===== config.mk =====
export PLATFORM = sky130hd
export DESIGN_NAME = nfc_seq
export DESIGN_NICKNAME = d
export VERILOG_FILES = /design/src/rtl/nfc_pkg.sv /design/src/rtl/nfc_strobe.sv /design/src/rtl/nfc_busy_wait.sv /design/src/rtl/nfc_seq.sv
export SDC_FILE = /design/constraint.sdc
export NUM_CORES = 1
export LEC_CHECK = 0
export BUFFER_PORTS_ARGS = -buffer_cell sky130_fd_sc_hd__buf_2
export CAP_MARGIN = 20
export CORE_MARGIN = 1.5
export CORE_UTILIZATION = 30
export DETAILED_ROUTE_END_ITERATION = 7
export PLACE_DENSITY = 0.48
export SETUP_SLACK_MARGIN = 0.5
export SYNTH_ARGS = -nofsm -noshare
export SYNTH_HDL_FRONTEND = slang
export SYNTH_SLANG_ARGS = --single-unit

===== constraint.sdc =====
create_clock -name clk -period 5.4 [get_ports clk]
set_input_delay 1.08 -clock clk [delete_from_list [all_inputs] [get_ports clk]]
set_output_delay 1.08 -clock clk [all_outputs]
set_load 0.01 [all_outputs]

===== src/rtl/nfc_pkg.sv =====
// Shared definitions for the NAND bus sequencer.
// Assumes: request kinds are encoded on three bits as listed below.
package nfc_pkg;
    localparam logic [2:0] KIND_CMD  = 3'd0;
    localparam logic [2:0] KIND_ADDR = 3'd1;
    localparam logic [2:0] KIND_WR   = 3'd2;
    localparam logic [2:0] KIND_RD   = 3'd3;
    localparam logic [2:0] KIND_WAIT = 3'd4;

    typedef enum logic [1:0] {PH_IDLE, PH_LOW, PH_HIGH} strobe_ph_e;
    typedef enum logic [1:0] {S_IDLE, S_XFER, S_WAIT} seq_st_e;
endpackage


===== src/rtl/nfc_strobe.sv =====
// One strobe generator shared by the write and read strobes.
// A level request 'go' taken while idle gives a low phase of LOW_CYC
// cycles, then a high phase of HIGH_CYC cycles. 'sample' marks the last
// low cycle: the strobe rises on the edge that ends it. 'done' marks the
// last high cycle.
// Assumes: LOW_CYC >= 1 and HIGH_CYC >= 1.
module nfc_strobe
    import nfc_pkg::*;
#(
    parameter int LOW_CYC  = 4,
    parameter int HIGH_CYC = 3
) (
    input  logic clk,
    input  logic rst_n,
    input  logic go,
    output logic strobe_n,
    output logic busy,
    output logic sample,
    output logic done
);
    localparam int MAXC = (LOW_CYC > HIGH_CYC) ? LOW_CYC : HIGH_CYC;
    localparam int CW   = $clog2(MAXC + 1);

    strobe_ph_e    ph;
    logic [CW-1:0] cnt;

    // Phase sequencer: idle -> low -> high -> idle.
    always_ff @(posedge clk) begin
        if (!rst_n) begin
            ph       <= PH_IDLE;
            cnt      <= '0;
            strobe_n <= 1'b1;
        end else begin
            unique case (ph)
                PH_IDLE: if (go) begin
                    ph       <= PH_LOW;
                    cnt      <= CW'(LOW_CYC - 1);
                    strobe_n <= 1'b0;
                end
                PH_LOW: if (cnt == '0) begin
                    ph       <= PH_HIGH;
                    cnt      <= CW'(HIGH_CYC - 1);
                    strobe_n <= 1'b1;
                end else begin
                    cnt <= cnt - 1'b1;
                end
                PH_HIGH: if (cnt == '0) ph <= PH_IDLE;
                         else cnt <= cnt - 1'b1;
                default: ph <= PH_IDLE;
            endcase
        end
    end

    assign busy   = (ph != PH_IDLE);
    assign sample = (ph == PH_LOW)  && (cnt == '0);
    assign done   = (ph == PH_HIGH) && (cnt == '0);


    strobe_start_chk: assert property (@(posedge clk) disable iff (!rst_n)
        $fell(strobe_n) |-> $past(go));
endmodule


===== src/rtl/nfc_busy_wait.sv =====
// Ready/busy watcher. Synchronises the device's ready/busy line. After
// 'start' it reports 'ok' once the line reads high after the mask window.
// If the line stays low for TIMEOUT cycles it reports 'expired' instead.
// Assumes: MASK < TIMEOUT.
module nfc_busy_wait #(
    parameter int TIMEOUT = 400000,
    parameter int MASK    = 13
) (
    input  logic clk,
    input  logic rst_n,
    input  logic start,
    input  logic rb_n,
    output logic ok,
    output logic expired
);
    localparam int TW = $clog2(TIMEOUT + 1);

    logic          rb_meta, rb_s, active;
    logic [TW-1:0] cnt;

    // Two-flop synchroniser for the asynchronous ready/busy line.
    always_ff @(posedge clk) begin
        if (!rst_n) begin
            rb_meta <= 1'b1;
            rb_s    <= 1'b1;
        end else begin
            rb_meta <= rb_n;
            rb_s    <= rb_meta;
        end
    end

    assign ok      = active && rb_s && (cnt >= TW'(MASK));
    assign expired = active && !ok && (cnt == TW'(TIMEOUT - 1));

    // Wait window counter.
    always_ff @(posedge clk) begin
        if (!rst_n) begin
            active <= 1'b0;
            cnt    <= '0;
        end else if (start) begin
            active <= 1'b1;
            cnt    <= '0;
        end else if (active) begin
            if (ok || expired) active <= 1'b0;
            else               cnt    <= cnt + 1'b1;
        end
    end


    expire_stops_chk: assert property (@(posedge clk) disable iff (!rst_n)
        (expired && !start) |=> !active);
endmodule


===== src/rtl/nfc_seq.sv =====
// NAND bus sequencer top. Takes one request at a time and runs the bus
// cycles for it: command, address, write data, read burst or busy wait.
// It also drives write protect with a settling guard.
// Assumes: the pad combines nand_io_out/nand_io_oe into the bidirectional
// bus and returns the pin value on nand_io_in.
module nfc_seq
    import nfc_pkg::*;
#(
    parameter int T_LOW        = 4,
    parameter int T_HIGH       = 2,
    parameter int T_CYCLE      = 7,
    parameter int WP_SETTLE    = 13,
    parameter int BUSY_TIMEOUT = 400000,
    parameter int RB_MASK      = 13,
    parameter int PAGE_BYTES   = 2112,
    parameter int LEN_W        = 12
) (
    input  logic             clk,
    input  logic             rst_n,
    input  logic             req_valid,
    output logic             req_ready,
    input  logic [2:0]       req_kind,
    input  logic [7:0]       req_data,
    input  logic [LEN_W-1:0] req_len,
    output logic             rd_valid,
    output logic [7:0]       rd_data,
    input  logic             wp_enable,
    output logic             err_timeout,
    output logic             nand_ce_n,
    output logic             nand_cle,
    output logic             nand_ale,
    output logic             nand_we_n,
    output logic             nand_re_n,
    output logic             nand_wp_n,
    input  logic             nand_rb_n,
    input  logic [7:0]       nand_io_in,
    output logic [7:0]       nand_io_out,
    output logic             nand_io_oe
);
    localparam int HI_CNT = (T_HIGH > T_CYCLE - T_LOW) ? T_HIGH : (T_CYCLE - T_LOW);
    localparam int COL_W  = $clog2(PAGE_BYTES + 1);
    localparam int GW     = $clog2(WP_SETTLE + 1);
    localparam logic [COL_W-1:0] COL_END = COL_W'(PAGE_BYTES);

    seq_st_e          st;
    logic             pend, rd_mode, go, accept;
    logic             stb_n, stb_busy, smp, dn;
    logic             bw_start, bw_ok, bw_exp;
    logic [COL_W-1:0] col;
    logic [LEN_W-1:0] remain;
    logic [GW-1:0]    guard;

    assign req_ready = (st == S_IDLE) && (guard == '0);
    assign accept    = req_valid && req_ready;
    assign go        = pend && !stb_busy &&
                       (rd_mode || ((guard == '0) && (nand_wp_n == wp_enable)));

    nfc_strobe #(.LOW_CYC(T_LOW), .HIGH_CYC(HI_CNT)) u_strobe (
        .clk(clk), .rst_n(rst_n), .go(go), .strobe_n(stb_n),
        .busy(stb_busy), .sample(smp), .done(dn)
    );

    nfc_busy_wait #(.TIMEOUT(BUSY_TIMEOUT), .MASK(RB_MASK)) u_busy (
        .clk(clk), .rst_n(rst_n), .start(bw_start), .rb_n(nand_rb_n),
        .ok(bw_ok), .expired(bw_exp)
    );

    assign nand_we_n = rd_mode ? 1'b1 : stb_n;
    assign nand_re_n = rd_mode ? stb_n : 1'b1;
    assign nand_ce_n = (st == S_IDLE);

    // Write-protect follower with settling guard after every change.
    always_ff @(posedge clk) begin
        if (!rst_n) begin
            nand_wp_n <= 1'b0;
            guard     <= '0;
        end else begin
            nand_wp_n <= wp_enable;
            if (nand_wp_n != wp_enable) guard <= GW'(WP_SETTLE);
            else if (guard != '0)       guard <= guard - 1'b1;
        end
    end

    // Request sequencer: decodes requests, runs strobes and busy waits.
    always_ff @(posedge clk) begin
        if (!rst_n) begin
            st          <= S_IDLE;
            pend        <= 1'b0;
            rd_mode     <= 1'b0;
            nand_cle    <= 1'b0;
            nand_ale    <= 1'b0;
            nand_io_out <= '0;
            nand_io_oe  <= 1'b0;
            col         <= '0;
            remain      <= '0;
            rd_valid    <= 1'b0;
            rd_data     <= '0;
            err_timeout <= 1'b0;
            bw_start    <= 1'b0;
        end else begin
            rd_valid <= 1'b0;
            bw_start <= 1'b0;
            if (go) pend <= 1'b0;
            unique case (st)
                S_IDLE: if (accept) begin
                    case (req_kind)
                        KIND_CMD, KIND_ADDR: begin
                            if (req_kind == KIND_CMD) col <= '0;
                            nand_cle    <= (req_kind == KIND_CMD);
                            nand_ale    <= (req_kind == KIND_ADDR);
                            nand_io_out <= req_data;
                            nand_io_oe  <= 1'b1;
                            rd_mode     <= 1'b0;
                            pend        <= 1'b1;
                            st          <= S_XFER;
                        end
                        KIND_WR: if (col < COL_END) begin
                            nand_io_out <= req_data;
                            nand_io_oe  <= 1'b1;
                            rd_mode     <= 1'b0;
                            col         <= col + 1'b1;
                            pend        <= 1'b1;
                            st          <= S_XFER;
                        end
                        KIND_RD: if ((req_len != '0) && (col < COL_END)) begin
                            nand_io_oe <= 1'b0;
                            rd_mode    <= 1'b1;
                            remain     <= req_len;
                            pend       <= 1'b1;
                            st         <= S_XFER;
                        end
                        KIND_WAIT: begin
                            bw_start <= 1'b1;
                            st       <= S_WAIT;
                        end
                        default: ;
                    endcase
                end
                S_XFER: begin
                    if (smp && rd_mode) begin
                        rd_valid <= 1'b1;
                        rd_data  <= nand_io_in;
                        col      <= col + 1'b1;
                        remain   <= remain - 1'b1;
                    end
                    if (dn) begin
                        if (rd_mode && (remain != '0) && (col < COL_END)) begin
                            pend <= 1'b1;
                        end else begin
                            st         <= S_IDLE;
                            rd_mode    <= 1'b0;
                            nand_cle   <= 1'b0;
                            nand_ale   <= 1'b0;
                            nand_io_oe <= 1'b0;
                        end
                    end
                end
                S_WAIT: begin
                    if (bw_ok) begin
                        st <= S_IDLE;
                    end else if (bw_exp) begin
                        err_timeout <= 1'b1;
                        st          <= S_IDLE;
                    end
                end
                default: st <= S_IDLE;
            endcase
        end
    end


    ce_strobe_chk: assert property (@(posedge clk) disable iff (!rst_n)
        (!nand_we_n || !nand_re_n) |-> !nand_ce_n);

    oe_read_chk: assert property (@(posedge clk) disable iff (!rst_n)
        !nand_re_n |-> !nand_io_oe);

    latch_excl_chk: assert property (@(posedge clk) disable iff (!rst_n)
        !(nand_cle && nand_ale));

    wp_settle_chk: assert property (@(posedge clk) disable iff (!rst_n)
        $fell(nand_we_n) |-> (guard == '0));

    err_sticky_chk: assert property (@(posedge clk) disable iff (!rst_n)
        err_timeout |=> err_timeout);

    col_bound_chk: assert property (@(posedge clk) disable iff (!rst_n)
        col <= COL_END);
endmodule


### Word-level counts from Yosys, hierarchy flattened

Index checks and enable logic that the tools add are counted.

* bits in registers: 83
* input bits: 36
* output and inout bits: 26
* word-level logic and storage cells: 181

* $add $sub $neg: 5
* magnitude comparators: 2
* eq/ne operators: 30
* muxes and demuxes: 68
* bitwise gates (word level): 3
* reduce and logical (&&, ||, !) cells: 50

Operators with widths (number)
* $mux 12: 8
* $pmux 12 s2: 3
* $mux 1: 27
* $reduce_bool 12->1: 2
* $mux 2: 10
* $add 19x1->19 const B: 1
* $eq 19x19->1 const B: 1
* $ge 19x4->1 const B: 1
* $pmux 8 s2: 1
* $logic_and 1x1->1: 15
* $reduce_and 3->1: 5
* $reduce_and 7->1: 2
* $add 12x1->12 const B: 1
* $lt 12x12->1 const B: 1
* $ne 2x1->1 const B: 6
* $ne 2x2->1 const B: 6
* $pmux 1 s2: 6
* $pmux 2 s3: 2
* $sub 12x1->12 const B: 1
* $reduce_and 5->1: 2
* $reduce_bool 2->1: 5
* $mux 3: 3
* $ne 3x3->1 const B: 3
* $pmux 1 s3: 3
* other kinds (28): 43

### Longest topological paths before layout

* word-level depth: 9
* depth in mapped cells: 9
* depth with buffers taken out: 7

### Cells and area by module

From an unflattened synthesis, not the netlist that was laid out.

* cell total of the unflattened synthesis: 539
* area total of the unflattened synthesis: 4357.9 µm²

Modules (own cells, without submodules)
* nfc_seq: instances 1, cells an instance 354, area each 2783.9 µm²
* nfc_busy_wait: instances 1, cells an instance 136, area each 1138.6 µm²
* nfc_strobe: instances 1, cells an instance 49, area each 435.4 µm²

### Least setup slack after synthesis

OpenSTA, ideal clock, no wires.

* path kind: input-to-reg
* start: input req_len[8]
* end: register remain[3]
* setup time: 0.135 ns
* arrival time: 2.476 ns
* required time: 5.265 ns
* slack: 2.790 ns
* cell stages on the path: 6
* cells stage by stage: nor4_1 -> nand3_1 -> a311oi_1 -> or2_1 -> clkbuf_1 -> o21ai_0

* word-level cells in the longest chain between the ends: 4

RTL lines
* from (decl): line nfc_seq.sv:24 `input logic [LEN_W-1:0] req_len,`
* $reduce_bool 12->1: line nfc_seq.sv:125 `KIND_RD: if ((req_len != '0) && (col < COL_END)) begin`
* $logic_and 1x1->1: line nfc_seq.sv:125
* $ne 2x1->1 (no source line)
* $reduce_and 5->1 (no source line)
* to (signal assigned): line nfc_seq.sv:128 `remain <= req_len;`
* to (signal assigned): line nfc_seq.sv:144 `remain <= remain - 1'b1;`
* to (decl): line nfc_seq.sv:50 `logic [LEN_W-1:0] remain;`

Every way passes these cells.
A chain may end at the register's enable or synchronous reset.

### Final worst setup path

* start: input rst_n
* end: register u_busy.cnt[5]

* word-level cells in the longest chain between the ends: 2

RTL lines
* from (decl): line nfc_seq.sv:19 `input logic rst_n,`
* $not 1->1 (no source line)
* $reduce_or 2->1 (no source line)
* to (signal assigned): line nfc_busy_wait.sv:45 `else cnt <= cnt + 1'b1;`
* to (decl): line nfc_busy_wait.sv:19 `logic [TW-1:0] cnt;`

Every way passes these cells.

==> metrics.log <==
[metrics] Yosys Warn Count: 0
[metrics] final clock period utilization by the worst path: between 50% and 60%
[metrics] Worst Hold Class: register to register
[metrics] clock share of power: between 40 and 50%
[metrics] top cell type's share of synthesized area: a little under two fifths
[metrics] area of the die: 0.0155 mm²
[metrics] count of inserted antenna diode cells: 0
[metrics] reported leakage power: ~1.9 nW
[metrics] Switching Fraction: 27.8%
[metrics] min-delay src: u_busy.rb_meta
[metrics] post-CTS sizing: 0
[metrics] Worst Hold Depth: 1
[metrics] DR vias: between 4000 and 5000
[metrics] sequential share of power: 41.8%
[metrics] drt total wl: 11.3 mm
[metrics] count of port buffers added during placement: 61
[metrics] via density per instance: roughly 5.4
[metrics] largest net degree at the start of global routing: between 40 and 50
[metrics] number of ports placed on the die boundary: 62
[metrics] GRT Overall Usage: between 10 and 15%
[metrics] final weighted congestion in routability-driven placement: about 0.80
[metrics] Net Sw Power: approximately 440 µW
[metrics] maximum operating frequency: 332 MHz
[metrics] outcome: completed
[metrics] number of global-route vias before repair: ~3800
[metrics] number of flops mapped to enable cells by yosys: 0
[metrics] TritonCTS clock tree: done
[metrics] ANT nets after route: 0
[metrics] placement-stage worst setup slack: a little under 2 ns
[metrics] post-placement cell count: roughly 770
[metrics] area growth from synthesis to layout: 17.2%
[metrics] normalized max-slew margin: about 36%
[metrics] utilization after layout: between 30% and 40%
[metrics] H-tree levels: 3
[metrics] Non-Filler Instances: between 700 and 800
[metrics] number of antenna violations at the first check in global routing: 0
[metrics] post-detail-place hpwl: 7.90 mm
[metrics] max-slew violations: 0
[metrics] ys flop type: dfxtp_1
[metrics] arrival time at the worst endpoint: around 3.3 ns
[metrics] Post-Synthesis Net Count: approximately 600
[metrics] worst setup skew after layout: between 0.004 and 0.005 ns
[metrics] worst-case hold path end point: u_busy.rb_s
[metrics] Initial DRT Pass Iterations: 5
[metrics] Worst-Skew Late Latency: between 0.3 and 0.4 ns
[metrics] instance count of the mapped netlist: 550
[metrics] leading area contributor after synthesis: dfxtp_1
[metrics] final count of hold timing violations: 0
[metrics] Final min period: roughly 3 ns
[metrics] largest cells by area after synthesis: dfxtp_1, nand2_1, a21oi_1, ha_1, mux2i_1
[metrics] register bit count reported by yosys: between 80 and 90
[metrics] clock buffer count from CTS: 9
[metrics] required time of the critical path: 5.65 ns
[metrics] Maximum Capacitance Violations: 0
[metrics] DR WL/cell: around 14 µm
[metrics] final non-filler cell area: a little over 0.005 mm²
[metrics] maximum buffer depth of the clock tree: 2
[metrics] Die H: roughly 120 µm
[metrics] post-CTS setup-driven buffer insertion count: 0
[metrics] remaining global-route overflow: 0
[metrics] internal power contribution: 1.14 mW
[metrics] Reg2Reg Launch Point: st[1]
[metrics] Critical Path Sink Type: register
[metrics] element type at the critical path start: input pin
[metrics] highest-count cells in the layout ignoring fill and taps: dfxtp_1, nand2_1, buf_2
[metrics] RSZ-0062 raised after global routing: false
[metrics] Netlist cell types: 64
[metrics] starting density of the core: 30.5%
[metrics] sequential area share after synthesis: 37.6%
[metrics] transition time at the pin with the least slew margin: 0.941 ns
[metrics] final worst slack: 2.39 ns
[metrics] number of placement rows: between 40 and 50
[metrics] hold-fix buffers at CTS: 0
[metrics] cell depth of the worst flop-to-flop path: 6
[metrics] Combinational Power Share: between 10% and 20%
[metrics] Syn Area/Cell: approximately 8.0 µm²
[metrics] fraction of layout cells with a size suffix above 1: 16.5%
[metrics] clk sink count: 83
[metrics] Setup Total Neg Slack: 0 ns
[metrics] starting DRC count in detailed routing: a little over 300
[metrics] maximum VDD drop: between 0.0001 and 0.00015 V
[metrics] CORE AREA: ~0.014 mm²
[metrics] cell area after placement: 0.00486 mm²
[metrics] Setup Crit Path Kind: input pin to register
[metrics] Total Power Consumption: ~1.6 mW
[metrics] Critical Path Fanout Max: between 40 and 50
[metrics] number of remaining DRC errors: 0
[metrics] CTS Root Cell: clkbuf_16
[metrics] Crit Reg-Reg Endpoint: remain[3]
[metrics] final layout net count: 644
[metrics] areal power density over the cells: between 300 and 400 mW/mm²
[metrics] commonest non-fill, non-tap cell in the layout: dfxtp_1
[metrics] Clk pin slew, worst setup/hold paths: around 0.060 ns
[metrics] combined area of all synthesized cells: approximately 0.0044 mm²
[metrics] smallest hold slack: ~0.42 ns
[metrics] die width: 124 µm
[metrics] Worst R2R Setup Slack: ~2.7 ns
[metrics] count of final setup violators: 0
[metrics] proportion of register bits with asynchronous set or reset after synthesis: 0%
[metrics] wire length of the first global-routing pass: roughly 19 mm
-- layer usage --
metal	share of wire, %	GRT usage [%]	up-vias
met5	0	0	-
met2	46	23.3	83
met1	49	20.2	1966
li1	-	-	2140
met4	1.6	6.15	0
met3	3.6	2.75	11
-- registers in the layout, indices dropped and copies added (netlist names) --
signal             flops
bw_start               1
col                   12
err_timeout            1
guard                  4
nand_ale               1
nand_cle               1
nand_io_oe             1
nand_io_out            8
nand_wp_n              1
pend                   1
rd_data                8
rd_mode                1
rd_valid               1
remain                12
st                     2
u_busy.active          1
u_busy.cnt            19
u_busy.rb_meta         1
u_busy.rb_s            1
u_strobe.cnt           3
u_strobe.ph            2
u_strobe.strobe_n      1
-- critical path: stages --
cell and delay (ns):
buf_2 0.60, inv_2 0.51, nor2_1 0.65, o311ai_0 0.29
o41ai_1 0.11
-- Yosys cell counts (2+ instances only) --
cell	n
dfxtp_1	83
nand2_1	74
a21oi_1	51
nor2_1	33
o21ai_0	26
clkbuf_1	24
inv_1	17
o31ai_1	17
nand3_1	16
nor4_1	14
or3_1	14
ha_1	13
mux2i_1	13
nor3_1	13
or4_1	11
nand4_1	9
o311ai_0	9
nand2b_1	8
or2_2	8
and3_1	7
o211ai_1	7
o21a_1	7
a211oi_1	6
and2_1	6
buf_2	6
a31oi_1	4
nor3b_1	4
a22oi_1	3
and4_1	2
buf_1	2
nor4bb_1	2
o22ai_1	2
o2bb2ai_1	2
o311a_1	2
o31a_1	2
o32ai_1	2
o41ai_1	2
or4b_1	2
xnor2_1	2
-- worst max path at each step --
| stage | start | endpoint | slack, ns | depth (start not counted) |
|---|---|---|---|---|
| global placement | rst_n | u_busy.cnt[5] | 2.04 | 5 |
| CTS | rst_n | u_busy.cnt[5] | 2.33 | 5 |
| global route | rst_n | u_busy.cnt[5] | 2.04 | 5 |
| floorplan | req_len[8] | remain[3] | 2.79 | 6 |
| detailed placement | rst_n | u_busy.cnt[5] | 1.98 | 5 |
| finish | rst_n | u_busy.cnt[5] | 2.39 | 5 |
-- power groups by stage --
| stage | logic (mW) | registers, mW | clock network (mW) |
|---|---|---|---|
| after floorplan | 0.194 | 0.667 | 0 |
| after global placement | 0.266 | 0.671 | 0 |
| after detailed placement | 0.267 | 0.671 | 0 |
| after CTS | 0.270 | 0.658 | 0.668 |
| after global routing | 0.303 | 0.661 | 0.695 |
| final | 0.267 | 0.658 | 0.650 |
-- final cells by class --
| cell class | instances | area, µm² |
|---|---|---|
| inverter | 18 | 67.6 |
| clock buffer | 12 | 267 |
| tap | 184 | 230 |
| multi-input combinational | 417 | 2570 |
| clock inverter | 4 | 47.5 |
| sequential | 83 | 1660 |
| timing repair buffer | 66 | 343 |
| fill | 1501 | 9300 |
-- cells by family after synthesis --
family                     synth area share, %
xor gates and xnor gates                 0.396
buffers and inverters                     4.41
and+or+nand+nor                           28.0
adders and majority gates                 3.68
DFF                                       37.6
AOI/OAI and AO/OA                         22.7
muxes                                     3.20
Note: power is estimated with default switching activity, not from simulation.
